### src/rtl/bsu_pkg.sv
package bsu_pkg;

  typedef enum logic [1:0] {
    MODE_ONE    = 2'd0,
    MODE_ZERO   = 2'd1,
    MODE_CHANGE = 2'd2
  } searchMode_t;

  typedef struct packed {
    logic        load;
    searchMode_t mode;
  } ctrlStrobes_t;

  localparam logic [1:0] ADDR_RESULT = 2'd3;

endpackage

### src/rtl/bsu_lzc.sv
module bsu_lzc #(
  parameter int W     = 32,
  parameter int CNT_W = $clog2(W + 1)
) (
  input  logic [W-1:0]     vec,
  output logic [CNT_W-1:0] cnt
);

  // Highest set bit wins: later loop iterations override earlier ones.
  always_comb begin
    cnt = CNT_W'(W);
    for (int i = 0; i < W; i++) begin
      if (vec[i]) cnt = CNT_W'(W - 1 - i);
    end
  end

endmodule

### src/rtl/bsu_ctrl.sv
module bsu_ctrl
  import bsu_pkg::*;
(
  input  logic         clk,
  input  logic         rst_n,
  input  logic         wrEn,
  input  logic         rdEn,
  input  logic [1:0]   regAddr,
  output ctrlStrobes_t strb,
  output searchMode_t  modeReg,
  output logic         readHit
);

  logic searchWrite;

  assign searchWrite = wrEn && (regAddr != ADDR_RESULT);
  assign strb.load   = searchWrite;
  assign strb.mode   = searchMode_t'(regAddr);
  assign readHit     = rdEn && (regAddr == ADDR_RESULT);

  always_ff @(posedge clk or negedge rst_n) begin
    if (!rst_n)           modeReg <= MODE_ONE;
    else if (searchWrite) modeReg <= strb.mode;
  end

  // writes to the result address leave the mode untouched
  assert_result_write_ignored_R7: assert property (@(posedge clk) disable iff (!rst_n)
    (wrEn && regAddr == ADDR_RESULT) |=> $stable(modeReg));

  // mode only moves on a search write
  assert_mode_hold_R9: assert property (@(posedge clk) disable iff (!rst_n)
    !(wrEn && regAddr != ADDR_RESULT) |=> $stable(modeReg));

endmodule

### src/rtl/bsu_datapath.sv
module bsu_datapath
  import bsu_pkg::*;
#(
  parameter int DATA_W = 32,
  parameter int CNT_W  = $clog2(DATA_W + 1)
) (
  input  logic              clk,
  input  logic              rst_n,
  input  ctrlStrobes_t      strb,
  input  logic [DATA_W-1:0] dataIn,
  output logic [CNT_W-1:0]  resultCnt
);

  logic [DATA_W-1:0] scanVec;
  logic [CNT_W-1:0]  scanCnt;

  always_comb begin
    unique case (strb.mode)
      MODE_ONE:    scanVec = dataIn;
      MODE_ZERO:   scanVec = ~dataIn;
      MODE_CHANGE: scanVec = dataIn ^ {DATA_W{dataIn[DATA_W-1]}};
      default:     scanVec = dataIn;
    endcase
  end

  bsu_lzc #(.W(DATA_W), .CNT_W(CNT_W)) i_lzc (
    .vec (scanVec),
    .cnt (scanCnt)
  );

  always_ff @(posedge clk or negedge rst_n) begin
    if (!rst_n)         resultCnt <= CNT_W'(DATA_W);
    else if (strb.load) resultCnt <= scanCnt;
  end

  // result never exceeds the word width
  assert_result_range_R4: assert property (@(posedge clk) disable iff (!rst_n)
    resultCnt <= CNT_W'(DATA_W));

  // an all-zero word in first-one mode yields the width
  assert_empty_one_R4: assert property (@(posedge clk) disable iff (!rst_n)
    (strb.load && strb.mode == MODE_ONE && dataIn == '0) |=> resultCnt == CNT_W'(DATA_W));

  // bit 31 never differs from itself, so a change search never reports 0
  assert_change_nonzero_R3: assert property (@(posedge clk) disable iff (!rst_n)
    (strb.load && strb.mode == MODE_CHANGE) |=> resultCnt != '0);

  // result only moves on a load
  assert_result_hold_R9: assert property (@(posedge clk) disable iff (!rst_n)
    !strb.load |=> $stable(resultCnt));

endmodule

### src/rtl/bit_search_unit.sv
module bit_search_unit
  import bsu_pkg::*;
#(
  parameter int DATA_W   = 32,
  parameter int MODE_LSB = 8
) (
  input  logic              clk,
  input  logic              rst_n,
  input  logic              wrEn,
  input  logic              rdEn,
  input  logic [1:0]        regAddr,
  input  logic [DATA_W-1:0] wrData,
  output logic [DATA_W-1:0] rdData,
  output logic              rdValid
);

  localparam int CNT_W = $clog2(DATA_W + 1);

  ctrlStrobes_t     strb;
  searchMode_t      modeReg;
  logic             readHit;
  logic [CNT_W-1:0] resultCnt;

  bsu_ctrl i_ctrl (
    .clk     (clk),
    .rst_n   (rst_n),
    .wrEn    (wrEn),
    .rdEn    (rdEn),
    .regAddr (regAddr),
    .strb    (strb),
    .modeReg (modeReg),
    .readHit (readHit)
  );

  bsu_datapath #(.DATA_W(DATA_W), .CNT_W(CNT_W)) i_datapath (
    .clk       (clk),
    .rst_n     (rst_n),
    .strb      (strb),
    .dataIn    (wrData),
    .resultCnt (resultCnt)
  );

  always_comb begin
    rdData = '0;
    if (readHit) begin
      rdData[CNT_W-1:0]       = resultCnt;
      rdData[MODE_LSB +: 2]   = modeReg;
    end
  end
  assign rdValid = readHit;

  // nothing leaks onto the read bus without a valid read
  assert_quiet_bus_R6: assert property (@(posedge clk) disable iff (!rst_n)
    !rdEn |-> (rdData == '0 && !rdValid));

endmodule

### config.mk
export PLATFORM = sky130hd
export DESIGN_NAME = bit_search_unit
export DESIGN_NICKNAME = d
export VERILOG_FILES = /design/src/rtl/bsu_pkg.sv /design/src/rtl/bsu_lzc.sv /design/src/rtl/bsu_ctrl.sv /design/src/rtl/bsu_datapath.sv /design/src/rtl/bit_search_unit.sv
export SDC_FILE = /design/constraint.sdc
export NUM_CORES = 1
export LEC_CHECK = 0
export BUFFER_PORTS_ARGS = -buffer_cell sky130_fd_sc_hd__buf_2
export CORE_MARGIN = 2
export CORE_UTILIZATION = 55
export DETAILED_ROUTE_END_ITERATION = 6
export GPL_TIMING_DRIVEN = 0
export PLACE_DENSITY = 0.95
export SLEW_MARGIN = 25
export SYNTH_ARGS = -nofsm -noshare
export SYNTH_HDL_FRONTEND = slang
export SYNTH_SLANG_ARGS = --single-unit
### constraint.sdc
create_clock -name clk -period 2.6 [get_ports clk]
set_input_delay 0 -clock clk [delete_from_list [all_inputs] [get_ports clk]]
set_output_delay 0 -clock clk [all_outputs]
set_load 0.02 [all_outputs]
Word-level counts from Yosys, hierarchy flattened:

Index checks and enable logic that the tools add are counted.

* output and inout bits: 33
* flip-flop bits (word level): 8

* equality and inequality tests: 4
* bitwise logic cells: 2
* muxes and demuxes: 35
* reduce and logical (&&, ||, !) cells: 2

Operators with widths (count)
* $mux W6: 33
* $pmux W32 S2: 1
* $not A32 Y32: 1
* $xor A32 B32 Y32: 1
* $eq A2 B2 Y1 const B: 2
* $eq A2 B1 Y1 const B: 1
* $logic_and A1 B1 Y1: 2
* $mux W2: 1
* $ne A2 B2 Y1 const B: 1

Depth between registers and ports, before layout:

Gate-level depths: netlist of the first run.

* depth in word-level cells: 34
* mapped depth: 13
* gate-level depth less buffers: 10

Hierarchy:

Synthesis of the first run repeated with hierarchy kept, for this count alone.

* cells, all modules: 241
* area, all modules: 1677.9 µm²

Modules (own cells, without submodules)
* bsu_datapath: area each 949.7 µm², sequential area each 151.4 µm², instances 1, cells each 131
* bsu_lzc: area each 367.9 µm², sequential area each 0.0 µm², instances 1, cells each 65
* bit_search_unit: area each 234.0 µm², sequential area each 0.0 µm², instances 1, cells each 33
* bsu_ctrl: area each 126.4 µm², sequential area each 50.0 µm², instances 1, cells each 12

Worst setup path before layout of the first run:

No wires, ideal clock.

* path type: in2reg
* from: input port regAddr[0]
* to: register i_datapath.resultCnt[0]
* stages on the path: 12
* setup slack: 0.655 ns
* data arrival time: 1.813 ns
* path through: inv_1 ha_1 buf_6 buf_6 buf_6 a21oi_2 nor2_1 a21oi_1 a2bb2oi_1 o21ai_0 a311oi_1 a211oi_2

* cells in the longest elaborated chain, start to end: 34

Ends and longest elaborated chain
* from (decl): RTL line bit_search_unit.sv:11 `input logic [1:0] regAddr,`
* $eq A2 B2 Y1 or $eq A2 B1 Y1 (tied branches): RTL line bsu_datapath.sv:18 `unique case (strb.mode)`
* $pmux W32 S2: RTL line bsu_datapath.sv:18
* $mux W6 (32 in series): RTL line bsu_lzc.sv:13 `if (vec[i]) cnt = CNT_W'(W - 1 - i);`
* to (signal assigned): RTL line bsu_datapath.sv:32 `if (!rst_n) resultCnt <= CNT_W'(DATA_W);`
* to (signal assigned): RTL line bsu_datapath.sv:33 `else if (strb.load) resultCnt <= scanCnt;`
* to (decl): RTL line bsu_datapath.sv:11 `output logic [CNT_W-1:0] resultCnt`

Parallel ways exist; a longest one is shown, timed or not.
A chain may end at the register's enable or synchronous reset.

Worst setup path after layout of the first run:

Same ends and word-level chain as after synthesis.

==> results of run 1 <==
-- cell usage after synthesis (5+ instances only) --
library cell  count  share of area [%]
a21oi_1          28                7.2
buf_4            24                9.3
o21ai_0          24                6.2
nand2_1          23                4.4
nor2_1           23                4.4
nor3_1           11                2.8
inv_1            10                1.9
and3_1            9                2.9
nand3_1           8                2.1
buf_6             7                4.1
dfrtp_1           7                9.0
nor2b_1           6                1.9
nor3b_1           6                2.3
o211ai_1          6                2.3
buf_2             5                1.3
clkbuf_1          5               0.97
mux2i_1           5                2.6
-- area by class of cell --
class,count,area [um^2]
Inverter,10,37.5
Timing Repair Buffer,44,225
Sequential cell,8,201
Multi-Input combinational cell,246,1480
Fill cell,307,1030
Clock buffer,4,26.3
Tap cell,46,57.6
Buffer,42,307
-- what timing repair did --
action                                 in CTS  in global routing
setup buffers                               0                  0
endpoints found under the hold margin       8                  0
hold buffers                                1                  0
-- sequential cells by signal, indices dropped and copies added, names as in the netlist --
signal and count:
i_ctrl.modeReg 2, i_datapath.resultCnt 6
-- per-layer routing --
metal  share of wire (%)  up-vias
met2                  48      134
met5                   0        -
met1                  40     1062
met4                 2.6        0
met3                 9.5       20
li1                    -     1154
-- metrics by stage --
| stage | worst slack (ns) | std cells | util (%) |
|---|---|---|---|
| 3_3_place_gp | 0.203 | 395 | 68.4 |
| 6_report | 0.351 | 400 | 69.5 |
| 2_1_floorplan | 0.655 | 306 | - |
| 4_1_cts | 0.402 | 400 | 69.5 |
| 5_1_grt | 0.220 | 400 | 69.5 |
| 3_5_place_dp | 0.159 | 395 | 68.4 |
-- logic make-up after synthesis --
group / Yosys count / synth area share, %
adders and majority gates: 4 / 2.58
and+or+nand+nor: 108 / 29.0
buffers and inverters: 52 / 17.7
other: 1 / 0.193
muxes: 5 / 2.58
DFF: 8 / 10.4
AOI/OAI and AO/OA: 105 / 37.6
-- power breakdown --
group | internal (W) | leakage [nW] | total, W | switching (W)
Combinational | 0.000192 | 1.01 | 0.000466 | 0.000274
Sequential | 0.000141 | 0.101 | 0.000149 | 0.00000818
Clock | 0.0000592 | 0.0150 | 0.000108 | 0.0000493
-- cell usage in the layout, fill, tap and decap left out, drive strengths merged, types with 3 or more instances in the layout --
cell,synthesis,final
o32ai,5,5
buf,37,80
or3,5,5
inv,10,10
a211oi,3,3
nand4,4,4
nand2,23,23
clkbuf,5,9
mux2i,5,5
nor2b,6,6
nand3,8,8
a21o,4,4
o21ai,24,24
and3,9,9
conb,1,24
ha,4,4
nand2b,5,5
dfrtp,7,7
a221o,4,4
o211ai,6,6
nor3,11,11
a21oi,29,29
nor3b,6,6
nor2,23,23
a31oi,4,4
-- worst max path at each step --
stage | start | end | slack [ns] | cells after the start
global placement | regAddr[0] | i_datapath.resultCnt[0] | 0.20 | 13
floorplan | regAddr[0] | i_datapath.resultCnt[0] | 0.65 | 12
finish | regAddr[0] | i_datapath.resultCnt[0] | 0.35 | 13
CTS | regAddr[0] | i_datapath.resultCnt[0] | 0.40 | 13
detailed placement | regAddr[0] | i_datapath.resultCnt[0] | 0.16 | 13
global route | regAddr[0] | i_datapath.resultCnt[0] | 0.22 | 13
-- critical path, cell delays in order --
cell and delay (ns):
buf_2 0.10, inv_1 0.06, ha_1 0.37, buf_6 0.18, buf_6 0.14, buf_6 0.14
a21oi_2 0.36, nor2_1 0.10, a21oi_1 0.13, a2bb2oi_1 0.26, o21ai_0 0.17, a311oi_1 0.30
a211oi_2 0.08
==> impl_results.md, run 1 <==
* DR DRC count at 0
* Largest net degree at the start of global routing at 11
* Worst Hold Path Cells at 3
* Max-cap violations at 0
* Post-Route WL at 5.19 mm
* Reg-to-Reg Start: i_datapath.resultCnt[0]
* Seq/Total Area, Yosys at 10.4%
* TritonCTS clock tree: done
* Post-Syn Instances at 283
* Detailed Routing Iterations Pass 1 at 4
* P&R area growth vs syn at 20.4%
* Worst-Margin Slew at 0.587 ns
* Worst R2R End: i_datapath.resultCnt[0]
* Mapped Area at 1940 um^2
* Critical path type: input port to register
* Vias per Instance at 5.93
* Critical Path RT at 2.74 ns
* Worst reg-to-reg path cell count at 4
* Max Clk Rate at 445 MHz
* Die H at 63.4 um
* Gr usage total at 25.1%
* Hold EP: i_ctrl.modeReg[1]
* Htree depth at 1
* PnR Total Power at 0.000724 W
* HP Start: regAddr[1]
* Synth Register Bits at 8
* Synthesis warning total at 0
* Routability cong. at 0.958
* Hold WC Path Type: input port to register
* Clk sinks at 8
* DIE AREA at 4020 um^2
* Leak pwr at 1.13 nW
* Fin crit share at 86.5%
* Final #Nets at 397
* Async set-or-reset flop fraction in the synthesized netlist at 100%
* Design Area, Final at 2340 um^2
* Core Rows at 21
* Main synth FF type: dfrtp_1
* Clock Tree Buf Depth at 2
* Worst skew pair latency at 0.27 ns
* Die W at 63.4 um
* Final setup viols at 0
* Met1 usage at 31.2%
* Io pins at 71
* Clock skew at 0 ns
* ANT cells at 0
* Share of layout cells above drive strength 1 at 26.3%
* Core area at 3360 um^2
* Met3 track demand over resource at 2.68%
* P per Cell Area at 310 nW/um^2
* Placed inst area at 2300 um^2
* Clock period minus worst slack at 2.25 ns
* Initial antenna violation count at 0
* Initial detailed-routing violation count at 132
* Worst reg-to-reg setup slack at 1.34 ns
* CP Max Fanout at 10
* Post-DRT Antenna Nets at 0
* CP endpoint kind: register
* Crit start category: input port
* Post-synth cell types at 61
* Final hold slack at 0.0527 ns
* CTS buffer count at 3
* Post-DP HPWL at 4.04 mm
* GRT Max-Usage Layer: met2
* RSZ-0062 raised after global routing: no
* Syn Area/Cell at 6.86 um^2
* CP arrival at 2.39 ns
* Outcome: finished, final reports clean
* Final setup TNS at 0 ns
* Met2 global-route usage at 43.3%
* EDFF count, synth at 0
* Initial Utilization at 57.7%
* Max IR drop VDD at 0.000133 V
* # port buffers at 43
* GRT overflow at 0
* First-pass GRT wire length at 8.36 mm
* Via count at 2370
* DR WL/cell at 13.0 um
* Max-slew violations at 0
* Max-slew headroom at 60.7%
* Clock root buffer: clkbuf_4
* Number of global-route vias before repair at 1993
* Final hold violation count at 0
* Clock slew at reported path FFs at 0.06 ns
* # resized after CTS at 0
Note: power is estimated with default switching activity, not from simulation.
==> run 2, diff against run 1 <==
CORE_ASPECT_RATIO = 1.2   (was not set)
HOLD_SLACK_MARGIN = 0.02   (was not set)
==> impl_results.md, run 2 (synthesized netlist as in run 1, its figures left out) <==
* Gr usage total at 26.0%
* Most frequent cells in the layout: 48 x buf_2, 28 x a21oi_1, 24 x o21ai_0, 24 x buf_4, 24 x conb_1
* Largest regs: i_datapath.resultCnt x6, i_ctrl.modeReg x2
* Critical Path RT at 2.70 ns
* Most common cell after layout, fill and taps aside: buf_2
* Post-DP HPWL at 4.08 mm
* CP Max Fanout at 10
* HP Start: regAddr[1]
* Final setup viols at 0
* CP arrival at 2.42 ns
* GRT overflow at 0
* CP endpoint kind: register
* Hold WC Path Type: input port to register
* Initial antenna violation count at 0
* Post-DRT Antenna Nets at 0
* Post CTS Setup Buffer Count at 0
* Cts hold-fix bufs at 1
* Final hold slack at 0.103 ns
* Max-cap violations at 0
* Via count at 2317
* Post-layout util at 69.6%
* ANT cells at 0
* # port buffers at 43
* Core area at 3370 um^2
* Io pins at 71
* Routability cong. at 0.913
* Final setup TNS at 0 ns
* Placed cells at 386
* DR DRC count at 0
* Post-Layout Cell Count at 391
* Worst reg-to-reg setup slack at 1.34 ns
* Initial detailed-routing violation count at 74
* Core Rows at 23
* Number of global-route vias before repair at 2061
* Crit path from: regAddr[0]
* Crit start category: input port
* PnR Total Power at 0.000766 W
* Max IR drop VDD at 0.000296 V
* Max-slew violations at 0
* Clock Tree Buf Depth at 2
* Top reg by flops: i_datapath.resultCnt
* Post-Route WL at 5.12 mm
* Critical path type: input port to register
* Largest register FFs at 6
* P&R area growth vs syn at 20.7%
* Clk sinks at 8
* Initial Utilization at 57.7%
* Largest net degree at the start of global routing at 11
* Leak pwr at 1.13 nW
* Clock skew at 0 ns
* Htree depth at 1
* Final #Nets at 397
* Die W at 58.2 um
* Outcome: finished, final reports clean
* Max Clk Rate at 430 MHz
* Detailed Routing Iterations Pass 1 at 4
* DIE AREA at 4020 um^2
* Clock root buffer: clkbuf_8
* Worst skew pair latency at 0.23 ns
* RSZ-0062 raised after global routing: no
* DR WL/cell at 13.1 um
* Final hold violation count at 0
* Clock period minus worst slack at 2.33 ns
* Vias per Instance at 5.93
* Clock slew at reported path FFs at 0.04 ns
* # resized after CTS at 0
* Fin crit share at 89.5%
* TritonCTS clock tree: done
* Die H at 69.1 um
* First-pass GRT wire length at 8.76 mm
* Reg-to-Reg Start: i_datapath.resultCnt[0]
* CTS buffer count at 3
* P per Cell Area at 327 nW/um^2
* Share of layout cells above drive strength 1 at 26.3%
-- run 2: power breakdown --
part           total, W  internal (W)  switching [W]
combinational  0.000463      0.000192       0.000270
sequential     0.000150      0.000142     0.00000868
clock          0.000154      0.000106      0.0000475
-- run 2: worst paths after layout --
check,cells after the start,end
min in group asynchronous,2,i_ctrl.modeReg[1]
min,3,i_ctrl.modeReg[1]
max in group asynchronous,2,i_datapath.resultCnt[5]
max,13,i_datapath.resultCnt[0]
max reg2reg,4,i_datapath.resultCnt[0]
min reg2reg,2,i_ctrl.modeReg[1]
-- run 2: worst max-delay path, cell delays in order --
cell       delay [ns]
buf_2            0.10
inv_1            0.07
ha_1             0.38
buf_6            0.18
buf_6            0.14
buf_6            0.14
a21oi_2          0.37
nor2_1           0.10
a21oi_1          0.14
a2bb2oi_1        0.26
o21ai_0          0.17
a311oi_1         0.30
a211oi_2         0.08
-- run 2: routing by layer --
metal | up-vias | GRT usage [%] | routed length, um
met5 | - | 0 | 0
met4 | 0 | 12.4 | 136
met3 | 14 | 1.50 | 255
met2 | 90 | 44.7 | 2660
met1 | 1053 | 32.3 | 2070
li1 | 1160 | - | -
-- run 2: final cells by class --
cell class / instances / area (um^2)
buffer: 42 / 307
fill: 325 / 1020
tap: 37 / 46.3
multi-input combinational: 246 / 1480
timing repair buffer: 44 / 225
inverter: 10 / 37.5
sequential: 8 / 201
clock buffer: 4 / 45.0
-- run 2: through the flow --
step,setup slack (ns),area [um^2]
after floorplan,0.655,2030
after global placement,0.127,2290
after detailed placement,0.0556,2290
final,0.274,2340
after global routing,0.101,2340
after CTS,0.294,2340
==> run 3, diff against run 2 <==
BUFFER_PORTS_ARGS = -buffer_cell sky130_fd_sc_hd__clkbuf_2   (was -buffer_cell sky130_fd_sc_hd__buf_2)
==> impl_results.md, run 3 (synthesized netlist as in run 1, its figures left out) <==
* Outcome: finished, final reports clean
* P per Cell Area at 329 nW/um^2
* Max-cap violations at 0
* Final hold violation count at 0
* Hold WC Path Type: input port to register
* Cts hold-fix bufs at 1
* Initial Utilization at 57.7%
* Design Area, Final at 2340 um^2
* Largest register FFs at 6
* ANT cells at 0
* Power Internal at 0.000440 W
* Combinational share of power at 60.1%
* RSZ-0062 raised after global routing: no
* Final setup viols at 0
* Most frequent cells in the layout: 43 x clkbuf_2, 28 x a21oi_1, 24 x o21ai_0, 24 x buf_4, 24 x conb_1
* Leak pwr at 1.13 nW
* Post-Route WL at 5.13 mm
* Switching share of power at 43.0%
* Clock root buffer: clkbuf_8
* Clock network fraction of design power at 20.4%
* Final setup TNS at 0 ns
* Htree depth at 1
* Largest net degree at the start of global routing at 11
* Clk sinks at 8
* Met2 global-route usage at 44.4%
* Post CTS Setup Buffer Count at 0
* DR DRC count at 0
* Flop pwr share at 19.4%
* DIE AREA at 4020 um^2
* Top reg by flops: i_datapath.resultCnt
* Clock slew at reported path FFs at 0.04 ns
* Vias per Instance at 5.91
* Io pins at 71
* Final #Nets at 397
* Met3 track demand over resource at 1.69%
* Clock period minus worst slack at 2.30 ns
* Number of global-route vias before repair at 2010
* Detailed Routing Iterations Pass 1 at 4
* Critical Path RT at 2.69 ns
* Worst skew pair latency at 0.23 ns
* Final hold slack at 0.0866 ns
* Fin crit share at 88.4%
* GRT Max-Usage Layer: met2
* # port buffers at 43
* Placed cells at 386
* Crit start category: input port
* CTS buffer count at 3
* Clock Tree Buf Depth at 2
* PnR Total Power at 0.000772 W
* Post-DP HPWL at 4.04 mm
* Gr usage total at 25.9%
* Max IR drop VDD at 0.000292 V
* Core area at 3370 um^2
* Die H at 69.1 um
* P&R area growth vs syn at 20.7%
* Largest regs: i_datapath.resultCnt x6, i_ctrl.modeReg x2
* # resized after CTS at 0
* Met1 usage at 32.7%
* Max Clk Rate at 435 MHz
* Post-Layout Cell Count at 391
* TritonCTS clock tree: done
* Max-slew violations at 0
* Routability cong. at 0.921
* Most common cell after layout, fill and taps aside: clkbuf_2
* Initial antenna violation count at 0
* Psw at 0.000332 W
* CP Max Fanout at 10
* Critical path type: input port to register
* Initial detailed-routing violation count at 126
* Core Rows at 23
* DR WL/cell at 13.1 um
* Placed inst area at 2290 um^2
* Clock skew at 0 ns
* Via count at 2311
* Post-DRT Antenna Nets at 0
* CP arrival at 2.39 ns
* First-pass GRT wire length at 8.70 mm
* GRT overflow at 0
* Die W at 58.2 um
* Share of layout cells above drive strength 1 at 26.3%
* CP endpoint kind: register
==> run 3: cell count changes in the layout (fill, tap and decap cells not counted), sizes merged <==
cell	change
clkbuf	+43
buf	-43
==> run 3: metal layers <==
metal  vias up  part of all wire [%]
met4         0                   2.4
met2        82                    51
li1       1157                     -
met5         -                     0
met3        12                   4.8
met1      1060                    42
==> run 3: final timing paths <==
check	from	end	slack [ns]	depth (start not counted)
hold reg to reg	i_ctrl.modeReg[1]	i_ctrl.modeReg[1]	0.48	2
setup reg to reg	i_datapath.resultCnt[0]	i_datapath.resultCnt[0]	1.36	4
setup / recovery	regAddr[0]	i_datapath.resultCnt[0]	0.30	13
hold / removal	regAddr[1]	i_ctrl.modeReg[1]	0.09	3
max in group asynchronous	rst_n	i_datapath.resultCnt[5]	2.20	2
min in group asynchronous	rst_n	i_datapath.resultCnt[4]	0.15	2
==> run 3: area by class of cell <==
class	count	area (um^2)
Sequential cell	8	201
Fill cell	339	1020
Buffer	42	307
Clock buffer	4	45.0
Multi-Input combinational cell	246	1480
Timing Repair Buffer	44	225
Tap cell	37	46.3
Inverter	10	37.5
==> run 3: metrics by stage <==
stage	worst slack (ns)	utilization, %
finish	0.303	69.6
floorplan	0.655	-
detailed placement	0.0432	68.0
global placement	0.123	68.0
CTS	0.308	69.6
global route	0.0731	69.6
==> run 3: power by group through the flow <==
| stage | Clock (W) | Sequential, W | Combinational, W |
|---|---|---|---|
| 5_1_grt | 0.000166 | 0.000152 | 0.000511 |
| 6_report | 0.000158 | 0.000150 | 0.000464 |
| 3_5_place_dp | 0 | 0.000152 | 0.000453 |
| 4_1_cts | 0.000159 | 0.000150 | 0.000456 |
| 2_1_floorplan | 0 | 0.000148 | 0.000336 |
| 3_3_place_gp | 0 | 0.000151 | 0.000443 |
==> run 3: critical path, cell delays in order <==
cell and delay, ns:
clkbuf_2 0.10, inv_1 0.07, ha_1 0.37, buf_6 0.18, buf_6 0.14, buf_6 0.14
a21oi_2 0.36, nor2_1 0.10, a21oi_1 0.14, a2bb2oi_1 0.25, o21ai_0 0.17, a311oi_1 0.29
a211oi_2 0.08
